`src/rtl/bfw_pkg.sv`:
```
// Package: shared types for the burst-to-ascending-slot writer.
// Assumes: a two-state sequencer is enough (idle / running a burst).
package bfw_pkg;

    typedef enum logic [0:0] {
        ST_IDLE = 1'b0,
        ST_BUSY = 1'b1
    } seq_state_e;

endpackage

```
`src/rtl/bfw_sequencer.sv`:
```
// Module: bfw_sequencer
// Tracks one burst: captures the starting quadword index on an idle start,
// counts valid beats and pulses done after the last one.
// Assumes: the burst length is 2**IDX_W beats; start while busy is ignored.
module bfw_sequencer
    import bfw_pkg::*;
#(
    parameter int IDX_W = 2
) (
    input  logic             clk,
    input  logic             rst_n,
    input  logic             start_i,
    input  logic [IDX_W-1:0] start_idx_i,
    input  logic             beat_valid_i,
    output logic             busy_o,
    output logic [IDX_W-1:0] start_idx_o,
    output logic [IDX_W-1:0] beat_idx_o,
    output logic             done_o
);

    localparam logic [IDX_W-1:0] LAST_BEAT = '1;

    seq_state_e       state_q;
    logic [IDX_W-1:0] start_idx_q;
    logic [IDX_W-1:0] beat_q;
    logic             done_q;
    logic             last_beat;

    // Purpose: flag the valid beat that closes the burst.
    always_comb begin
        last_beat = (state_q == ST_BUSY) && beat_valid_i && (beat_q == LAST_BEAT);
    end

    // Purpose: state, captured index, beat counter and done pulse.
    always_ff @(posedge clk) begin
        if (!rst_n) begin
            state_q     <= ST_IDLE;
            start_idx_q <= '0;
            beat_q      <= '0;
            done_q      <= 1'b0;
        end else begin
            done_q <= last_beat;
            case (state_q)
                ST_IDLE: begin
                    if (start_i) begin
                        state_q     <= ST_BUSY;
                        start_idx_q <= start_idx_i;
                        beat_q      <= '0;
                    end
                end
                ST_BUSY: begin
                    if (beat_valid_i) begin
                        if (beat_q == LAST_BEAT) begin
                            state_q <= ST_IDLE;
                            beat_q  <= '0;
                        end else begin
                            beat_q <= beat_q + 1'b1;
                        end
                    end
                end
                default: state_q <= ST_IDLE;
            endcase
        end
    end

    // Purpose: expose registered state to the datapath.
    always_comb begin
        busy_o      = (state_q == ST_BUSY);
        start_idx_o = start_idx_q;
        beat_idx_o  = beat_q;
        done_o      = done_q;
    end

endmodule

```
`src/rtl/bfw_addr_gen.sv`:
```
// Module: bfw_addr_gen
// Produces the interleaved burst quadword index: start index XOR beat count.
// Assumes: the output is only meaningful while busy; it is forced to 0 in idle.
module bfw_addr_gen #(
    parameter int IDX_W = 2
) (
    input  logic             busy_i,
    input  logic [IDX_W-1:0] start_idx_i,
    input  logic [IDX_W-1:0] beat_idx_i,
    output logic [IDX_W-1:0] addr_o
);

    // Purpose: interleaved order, with each address bit formed on its own.
    for (genvar b = 0; b < IDX_W; b++) begin : g_bit
        always_comb begin
            addr_o[b] = busy_i & (start_idx_i[b] ^ beat_idx_i[b]);
        end
    end

endmodule

```
`src/rtl/bfw_slot_decoder.sv`:
```
// Module: bfw_slot_decoder
// Turns a quadword index into one of 2**IDX_W buffer slot write strobes.
// Assumes: en_i already combines "busy" and "beat valid".
module bfw_slot_decoder #(
    parameter int IDX_W = 2
) (
    input  logic                  en_i,
    input  logic [IDX_W-1:0]      idx_i,
    output logic [(1<<IDX_W)-1:0] strobe_o
);

    localparam int NUM_SLOTS = 1 << IDX_W;

    // Purpose: one comparator per ascending buffer slot.
    for (genvar i = 0; i < NUM_SLOTS; i++) begin : g_slot
        always_comb begin
            strobe_o[i] = en_i && (idx_i == IDX_W'(i));
        end
    end

endmodule

```
`src/rtl/burst_to_fifo_writer.sv`:
```
// Module: burst_to_fifo_writer (top)
// Steers a 4-beat interleaved-order burst into ascending FIFO slots:
// drives the cache quadword address per beat and the matching slot strobe.
// Assumes: beats arrive in interleaved order from the captured start index;
// synchronous active-low reset.
module burst_to_fifo_writer #(
    parameter int QW_IDX_W = 2
) (
    input  logic                     clk,
    input  logic                     rst_n,
    input  logic                     start_i,
    input  logic [QW_IDX_W-1:0]      start_qw_i,
    input  logic                     beat_valid_i,
    output logic [QW_IDX_W-1:0]      cache_addr_o,
    output logic [(1<<QW_IDX_W)-1:0] slot_wr_o,
    output logic                     done_o
);

    logic                seq_busy;
    logic [QW_IDX_W-1:0] seq_start_idx;
    logic [QW_IDX_W-1:0] beat_idx;
    logic                beat_fire;

    bfw_sequencer #(.IDX_W(QW_IDX_W)) u_seq (
        .clk          (clk),
        .rst_n        (rst_n),
        .start_i      (start_i),
        .start_idx_i  (start_qw_i),
        .beat_valid_i (beat_valid_i),
        .busy_o       (seq_busy),
        .start_idx_o  (seq_start_idx),
        .beat_idx_o   (beat_idx),
        .done_o       (done_o)
    );

    bfw_addr_gen #(.IDX_W(QW_IDX_W)) u_addr (
        .busy_i      (seq_busy),
        .start_idx_i (seq_start_idx),
        .beat_idx_i  (beat_idx),
        .addr_o      (cache_addr_o)
    );

    // Purpose: a strobe is due only for a valid beat of a running burst.
    always_comb begin
        beat_fire = seq_busy && beat_valid_i;
    end

    bfw_slot_decoder #(.IDX_W(QW_IDX_W)) u_dec (
        .en_i     (beat_fire),
        .idx_i    (cache_addr_o),
        .strobe_o (slot_wr_o)
    );

endmodule

```
`config.mk`:
```
export PLATFORM = sky130hd
export DESIGN_NAME = burst_to_fifo_writer
export DESIGN_NICKNAME = d
export VERILOG_FILES = /design/src/rtl/bfw_pkg.sv /design/src/rtl/bfw_sequencer.sv /design/src/rtl/bfw_addr_gen.sv /design/src/rtl/bfw_slot_decoder.sv /design/src/rtl/burst_to_fifo_writer.sv
export SDC_FILE = /design/constraint.sdc
export NUM_CORES = 1
export LEC_CHECK = 0
export BUFFER_PORTS_ARGS = -buffer_cell sky130_fd_sc_hd__buf_2
export CORE_AREA = 10 10 47 49
export CTS_BUF_LIST = sky130_fd_sc_hd__clkbuf_2 sky130_fd_sc_hd__clkbuf_4 sky130_fd_sc_hd__clkbuf_8
export DETAILED_ROUTE_END_ITERATION = 10
export DIE_AREA = 0 0 57 59
export HOLD_SLACK_MARGIN = 0.06
export SYNTH_ARGS = -nofsm -noshare
export SYNTH_HDL_FRONTEND = slang
export SYNTH_SLANG_ARGS = --single-unit
```
`constraint.sdc`:
```
create_clock -name clk -period 1.8 [get_ports clk]
set_input_delay 0.09 -clock clk [delete_from_list [all_inputs] [get_ports clk]]
set_output_delay 0.09 -clock clk [all_outputs]
set_load 0.1 [all_outputs]
```
# Word-level counts from Yosys, hierarchy flattened
# Cells that the tools add are included.
# W data, S select, Z words.
[classes]
add_sub_neg = 1
eq_ne = 6
mux = 8
bitwise = 5
n_reduce_logical = 9
[op_table]
columns = ["operator", "count"]
rows = [
  ["$eq A2 B2 Y1 const B", 3],
  ["$logic_and A1 B1 Y1", 6],
  ["$mux W2", 3],
  ["$ne A2 B2 Y1 const B", 2],
  ["$pmux W2 S2", 1],
  ["$reduce_and A2 Y1", 2],
  ["$mux W1", 3],
  ["$add A2 B1 Y2 const B", 1],
  ["$and A1 B1 Y1", 2],
  ["$eq A2 B1 Y1 const B", 1],
  ["$logic_not A2 Y1", 1],
  ["$pmux W1 S2", 1],
  ["$xor A1 B1 Y1", 2],
  ["$not A1 Y1", 1],
]
[totals]
reg_bits = 6
in_bits = 6
out_inout_bits = 7
elab_cells = 33

# Longest topological paths before layout
# Gate-level depths: netlist of run 1.
[depth]
ltp_word = 4
mapped_depth = 4

# Modules after synthesis
# A second synthesis of run 1 with hierarchy kept.
[hier_totals]
hier_cells = 32
area_unflattened_um2 = 312.8
[by_module_without_submodules]
columns = ["module", "instances", "cells_per_inst", "area_each_um2", "seq_area_each_um2"]
rows = [
  ["bfw_sequencer", 1, 23, 239.0, 120.1],
  ["bfw_slot_decoder", 1, 4, 37.5, 0.0],
  ["bfw_addr_gen", 1, 4, 30.0, 0.0],
  ["burst_to_fifo_writer", 1, 1, 6.3, 0.0],
]

# Worst setup path after synthesis of run 1
# OpenSTA, ideal clock, no wires.
[synth_path]
path_type = "register to output"
startpoint = "reg u_seq.state_q (netlist: u_seq.busy_o)"
endpoint = "out slot_wr_o[2]"
arrival_time_ns = 1.893
slack_ns = -0.183
stages_incl_launch_ff = 4
path_buffers = 0
path_cell_list = "dfxtp_1 and2_4 nand2_1 nor2_1"
[synth_via]
elab_chain_cells = 3
elab_cells_between_ends = 5
classes_between = "eq/ne: 1; bitwise: 2; reduce/logical: 2"
[synth_rtl]
columns = ["item", "line", "text"]
rows = [
  ["from (decl)", "bfw_sequencer.sv:23", "seq_state_e state_q;"],
  ["from (signal assigned)", "bfw_sequencer.sv:37", "state_q <= ST_IDLE;"],
  ["from (signal assigned)", "bfw_sequencer.sv:46", "state_q <= ST_BUSY;"],
  ["from (signal assigned)", "bfw_sequencer.sv:54", "state_q <= ST_IDLE;"],
  ["$and A1 B1 Y1", "bfw_addr_gen.sv:16", "addr_o[b] = busy_i & (start_idx_i[b] ^ beat_idx_i[b]);"],
  ["$eq A2 B2 Y1", "bfw_slot_decoder.sv:17", "strobe_o[i] = en_i && (idx_i == IDX_W'(i));"],
  ["$logic_and A1 B1 Y1 *", "bfw_slot_decoder.sv:17", ""],
  ["to (decl)", "burst_to_fifo_writer.sv:15", "output logic [(1<<QW_IDX_W)-1:0] slot_wr_o,"],
]
# Every way passes the cells marked *; elsewhere a longest branch is shown, timed or not.

# Worst setup path in the final report of run 1
[layout_path]
startpoint = "reg u_seq.beat_q[0] (netlist: u_seq.beat_idx_o[0])"
endpoint = "out cache_addr_o[0]"
[layout_via]
elab_chain_cells = 2
[layout_rtl]
columns = ["item", "line", "text"]
rows = [
  ["from (decl)", "bfw_sequencer.sv:25", "logic [IDX_W-1:0] beat_q;"],
  ["from (signal assigned)", "bfw_sequencer.sv:57", "beat_q <= beat_q + 1'b1;"],
  ["$xor A1 B1 Y1", "bfw_addr_gen.sv:16", ""],
  ["$and A1 B1 Y1", "bfw_addr_gen.sv:16", ""],
  ["to (decl)", "burst_to_fifo_writer.sv:14", "output logic [QW_IDX_W-1:0] cache_addr_o,"],
]
# Every way passes these cells.

==> impl_metrics.env, run 1 <==
export IMPL_cts_resized_gates=0
export IMPL_gp_congestion=0.691
export IMPL_synth_edff_count=0
export IMPL_clkTransAtPathRegs_ns=0.04
export IMPL_wirelength_um=663
export IMPL_cp_end_kind="primary output"
export IMPL_ant_nets=0
export IMPL_vias=266
export IMPL_finalHoldWorstSlack_ns=0.112
export IMPL_grt_pass1_wl_mm=1.09
export IMPL_synth_area_leaders="dfxtp_1 (40%), mux2i_1 (9.9%), nand3_1 (6.6%)"
export IMPL_synth_distinct_cells=16
export IMPL_finalSetupTns_ns=0
export IMPL_port_buffer_count=12
export IMPL_path_cells="xor2_1, and2_1, buf_2"
export IMPL_grt_overflow=0
export IMPL_synth_nets=42
export IMPL_p_leak_nw=0.216
export IMPL_drive_gt1_share_pct=34.0
export IMPL_power_per_cell_area_nw_per_um2=829
export IMPL_ios=13
export IMPL_cpMaxStageDelayCell="dfxtp_1"
export IMPL_ys_seq_area_share_pct=39.5
export IMPL_diodes=0
export IMPL_htree_num_levels=1
export IMPL_areaGrowthSynthToFinish_pct=33.7
export IMPL_yosysMostFrequentCell="dfxtp_1"
export IMPL_yosysTopAreaCell="dfxtp_1"
export IMPL_cts_setup_buffers=0
export IMPL_cp_required_ns=1.71
export IMPL_wl_per_cell_um=10.0
export IMPL_grt_pass1_vias=269
export IMPL_placement_rows=14
export IMPL_cts_sinks=6
export IMPL_die_y_um=59
export IMPL_peakVddDrop_v=0.000213
export IMPL_synth_area_um2=304
export IMPL_via_per_inst=4.03
export IMPL_hp_class="in2reg"
export IMPL_hold_viol=0
export IMPL_syn_inst=35
export IMPL_worstSetupPathType="reg2out"
export IMPL_path_max_fanout=5
export IMPL_grt_usage_pct=4.38
export IMPL_drt_iter0_markers=1
export IMPL_start_util_pct=21.7
export IMPL_dp_hpwl_um=585
export IMPL_root_buffer="clkbuf_4"
export IMPL_cts_buffers=3
export IMPL_yosys_register_bits=6
export IMPL_core_area_um2=1400
export IMPL_antenna_found_initial=0
export IMPL_synthFlopType="dfxtp_1"
export IMPL_yosys_top_cells_count="dfxtp_1 (6), nor2_1 (5), nand3_1 (4), mux2i_1 (3), nand2_1 (3)"
export IMPL_drt_pass1_iter_count=3
export IMPL_max_clock_freq_mhz=639
export IMPL_fin_crit_sh_pct=87.0
export IMPL_synthDominantCellAreaShare_pct=39.5
export IMPL_drc=0
export IMPL_cts_hold_buf=0
export IMPL_setup_violations=0
export IMPL_crit_arrival_ns=1.48
export IMPL_die_x_um=57
export IMPL_slew_headroom_pct=67.5
export IMPL_status="finished, final reports clean"
export IMPL_syn_avg_cell_area_um2=8.69
export IMPL_cts_max_path_buffers=2
export IMPL_cts_tree="built"
export IMPL_dieArea_um2=3360
export IMPL_tightestPinTransition_ns=0.491
export IMPL_final_nets=59
export IMPL_ys_warn_count=0
export IMPL_rsz0062_at_grt="no"
export IMPL_clock_latency_ns=0.24
export IMPL_cap_violations=0
export IMPL_max_stage_delay_ns=0.42
export IMPL_critPathLaunchType="flop"
export IMPL_grt_max_degree=9
export IMPL_fin_crit_ns=1.57
export IMPL_async_reset_ff_share_pct=0
export IMPL_drv_slew=0
export IMPL_clock_skew_ns=0.00248
-- layout make-up --
cell class | count | area, um^2
fill | 151 | 995
multi-input combinational | 29 | 184
sequential | 6 | 120
timing repair buffer | 12 | 60.1
clock buffer | 3 | 22.5
tap | 16 | 20.0
-- registers in the layout, indices dropped and copies added (netlist names) --
name	flops
u_seq.beat_idx_o	2
u_seq.start_idx_o	2
u_seq.busy_o	1
u_seq.done_o	1
-- path summary, 6_finish.rpt --
path,cells after the start,from,end,slack (ns)
worst max-delay path,3,u_seq.beat_idx_o[0],cache_addr_o[0],0.23
worst min register to register,2,u_seq.beat_idx_o[1],u_seq.beat_idx_o[1],0.49
worst min-delay path,3,start_qw_i[0],u_seq.start_idx_o[0],0.11
worst max register to register,4,u_seq.beat_idx_o[0],u_seq.beat_idx_o[0],0.88
-- kinds of logic after synthesis --
logic type / Yosys count / share of synthesized area (%)
AO/OA/AOI/OAI: 2 / 3.29
XOR/XNOR: 3 / 8.64
flip-flops: 6 / 39.5
multiplexers: 3 / 9.88
adder cells (fa/ha/maj): 1 / 4.11
AND/OR/NAND/NOR: 20 / 34.6
-- critical path, delay by kind of cell (launching register included) --
family	cells	cell delay, ns
XOR/XNOR	1	0.25
AND/OR/NAND/NOR	1	0.15
buffers and inverters	1	0.42
flip-flops	1	0.42
-- power breakdown --
group	internal [mW]	switching [mW]
registers	0.139	0.00686
clock network	0.0750	0.0430
logic	0.0216	0.0513
total	0.236	0.101
-- cells in the final DEF (no fill, tap or decap), drive strengths merged --
master / instances
xor2: 2
nand2: 3
and2: 3
buf: 12
clkbuf: 3
nand3: 4
nor2b: 3
o21ai: 1
nand2b: 1
nor2: 5
dfxtp: 6
mux2i: 3
ha: 1
a21oi: 1
and3: 1
xnor2: 1
-- routing by layer --
metal / global-route usage (%) / up-vias / wire length, um
met1: 3.59 / 107 / 258
li1: - / 150 / -
met5: 0 / - / 0
met4: 4.03 / 0 / 0
met2: 6.36 / 9 / 307
met3: 3.86 / 0 / 97
-- metrics by stage --
stage | util, % | area [um^2] | setup WS (ns) | power [mW] | instances
2_1_floorplan | - | 304 | -0.183 | 0.205 | 35
5_1_grt | 29.0 | 407 | 0.106 | 0.366 | 66
3_5_place_dp | 27.4 | 384 | 0.471 | 0.222 | 63
6_report | 29.0 | 407 | 0.234 | 0.337 | 66
4_1_cts | 29.0 | 407 | 0.206 | 0.348 | 66
3_3_place_gp | 27.4 | 384 | 0.479 | 0.222 | 63
Note: power is estimated with default switching activity, not from simulation.
==> inputs of run 2 (changes only) <==
--- a/config.mk
+++ b/config.mk
@@ -11,6 +11,8 @@
 export DETAILED_ROUTE_END_ITERATION = 10
 export DIE_AREA = 0 0 57 59
 export HOLD_SLACK_MARGIN = 0.06
+export PLACE_DENSITY = 0.53
+export REMOVE_ABC_BUFFERS = 1
 export SYNTH_ARGS = -nofsm -noshare
 export SYNTH_HDL_FRONTEND = slang
 export SYNTH_SLANG_ARGS = --single-unit
==> impl_metrics.env, run 2 (synthesis results as in run 1) <==
export IMPL_status="finished, final reports clean"
export IMPL_n_fill_cell=165
export IMPL_cts_tree="built"
export IMPL_fin_crit_ns=1.56
export IMPL_final_cell_area_um2=407
export IMPL_drv_slew=0
export IMPL_min_from="start_qw_i[0]"
export IMPL_root_buffer="clkbuf_4"
export IMPL_placement_rows=14
export IMPL_grt_pass1_vias=300
export IMPL_power_per_cell_area_nw_per_um2=838
export IMPL_final_util_pct=29.0
export IMPL_die_x_um=57
export IMPL_clock_skew_ns=0.00158
export IMPL_ios=13
export IMPL_cp_top_family="flip-flops"
export IMPL_start_util_pct=21.7
export IMPL_via_per_inst=4.23
export IMPL_wirelength_um=700
export IMPL_ant_nets=0
export IMPL_peakVddDrop_v=0.000197
export IMPL_max_clock_freq_mhz=639
export IMPL_finalHoldWorstSlack_ns=0.110
export IMPL_path_max_fanout=5
export IMPL_r2r_setup_slack_ns=0.85
export IMPL_core_area_um2=1400
export IMPL_fin_total_pwr_mw=0.341
export IMPL_antenna_found_initial=0
export IMPL_worstHoldPathCells=3
export IMPL_cts_hold_buf=0
export IMPL_grt_usage_pct=4.42
export IMPL_grt_pass1_wl_mm=1.21
export IMPL_final_nets=59
export IMPL_r2r_end="u_seq.beat_idx_o[0]"
export IMPL_cp_end_kind="primary output"
export IMPL_drt_iter0_markers=3
export IMPL_drive_gt1_share_pct=34.0
export IMPL_multi_input_area_um2=184
export IMPL_gp_congestion=0.746
export IMPL_drt_pass1_iter_count=3
export IMPL_layout_common_cells="buf_2 (12), dfxtp_1 (6), nor2_1 (5)"
export IMPL_layout_commonest_cell="buf_2"
export IMPL_placed_area_um2=384
export IMPL_cp_required_ns=1.71
export IMPL_path_cells="xor2_1, and2_1, buf_2"
export IMPL_dieArea_um2=3360
export IMPL_cts_max_path_buffers=2
export IMPL_dp_hpwl_um=603
export IMPL_cpMaxStageDelayCell="dfxtp_1"
export IMPL_crit_arrival_ns=1.47
export IMPL_seqCellArea_um2=120
export IMPL_hold_end="u_seq.start_idx_o[0]"
export IMPL_critPathLaunchType="flop"
export IMPL_clkTransAtPathRegs_ns=0.04
export IMPL_critPathBufInv=1
export IMPL_port_buffer_count=12
export IMPL_diodes=0
export IMPL_max_stage_delay_ns=0.42
export IMPL_worstSetupPathType="reg2out"
export IMPL_grt_max_degree=9
export IMPL_cts_resized_gates=0
export IMPL_tightestPinTransition_ns=0.491
export IMPL_reg2reg_from="u_seq.beat_idx_o[0]"
export IMPL_worstRegToRegCells=4
export IMPL_p_leak_nw=0.216
export IMPL_drc=0
export IMPL_die_y_um=59
export IMPL_htree_num_levels=1
export IMPL_vias=279
export IMPL_cts_sinks=6
export IMPL_grt_overflow=0
export IMPL_wl_per_cell_um=10.6
export IMPL_hp_class="in2reg"
export IMPL_hold_viol=0
export IMPL_areaGrowthSynthToFinish_pct=33.7
export IMPL_clock_latency_ns=0.24
export IMPL_cts_setup_buffers=0
export IMPL_cap_violations=0
export IMPL_rsz0062_at_grt="no"
export IMPL_fin_crit_sh_pct=86.9
export IMPL_cts_buffers=3
export IMPL_setup_violations=0
export IMPL_slew_headroom_pct=67.5
-- run 2: worst max path at each step --
stage,startpoint,to,cells past startpoint
finish,u_seq.beat_idx_o[0],cache_addr_o[0],3
global placement,u_seq.beat_idx_o[0],cache_addr_o[0],3
CTS,u_seq.beat_idx_o[0],cache_addr_o[0],3
floorplan,u_seq.busy_o,slot_wr_o[2],3
global route,u_seq.beat_idx_o[0],cache_addr_o[0],3
detailed placement,u_seq.beat_idx_o[0],cache_addr_o[0],3
-- run 2: per-stage QoR --
| stage | TNS (ns) | cells | setup slack [ns] |
|---|---|---|---|
| after CTS | 0 | 66 | 0.219 |
| after detailed placement | 0 | 63 | 0.480 |
| after global placement | 0 | 63 | 0.491 |
| after global routing | 0 | 66 | 0.0884 |
| final | 0 | 66 | 0.236 |
| after floorplan | -0.729 | 35 | -0.183 |
-- run 2: power by group --
group	leakage [nW]	switching (mW)	total, mW	internal [mW]
Clock	0.0138	0.0465	0.122	0.0753
Sequential	0.0491	0.00683	0.146	0.139
Combinational	0.153	0.0514	0.0730	0.0216
Total	0.216	0.105	0.341	0.236
-- run 2: worst register-to-register path, stage by stage, from the launching register on --
cell and delay [ns]:
dfxtp_1 0.42, ha_1 0.23, nor2_1 0.05, nand3_1 0.08, nand2_1 0.05
-- run 2: metal layers --
metal	vias to the layer above	GRT usage, %	part of all wire, %
li1	147	-	-
met1	121	4.67	41
met2	11	6.67	46
met3	0	3.00	13
met4	0	2.01	0
met5	-	0	0
-- run 2: final cells by class --
type                       count  share of cell area, %
clock buffer                   3                   5.54
multi-input combinational     29                   45.2
sequential                     6                   29.5
tap                           16                   4.92
timing repair buffer          12                   14.8
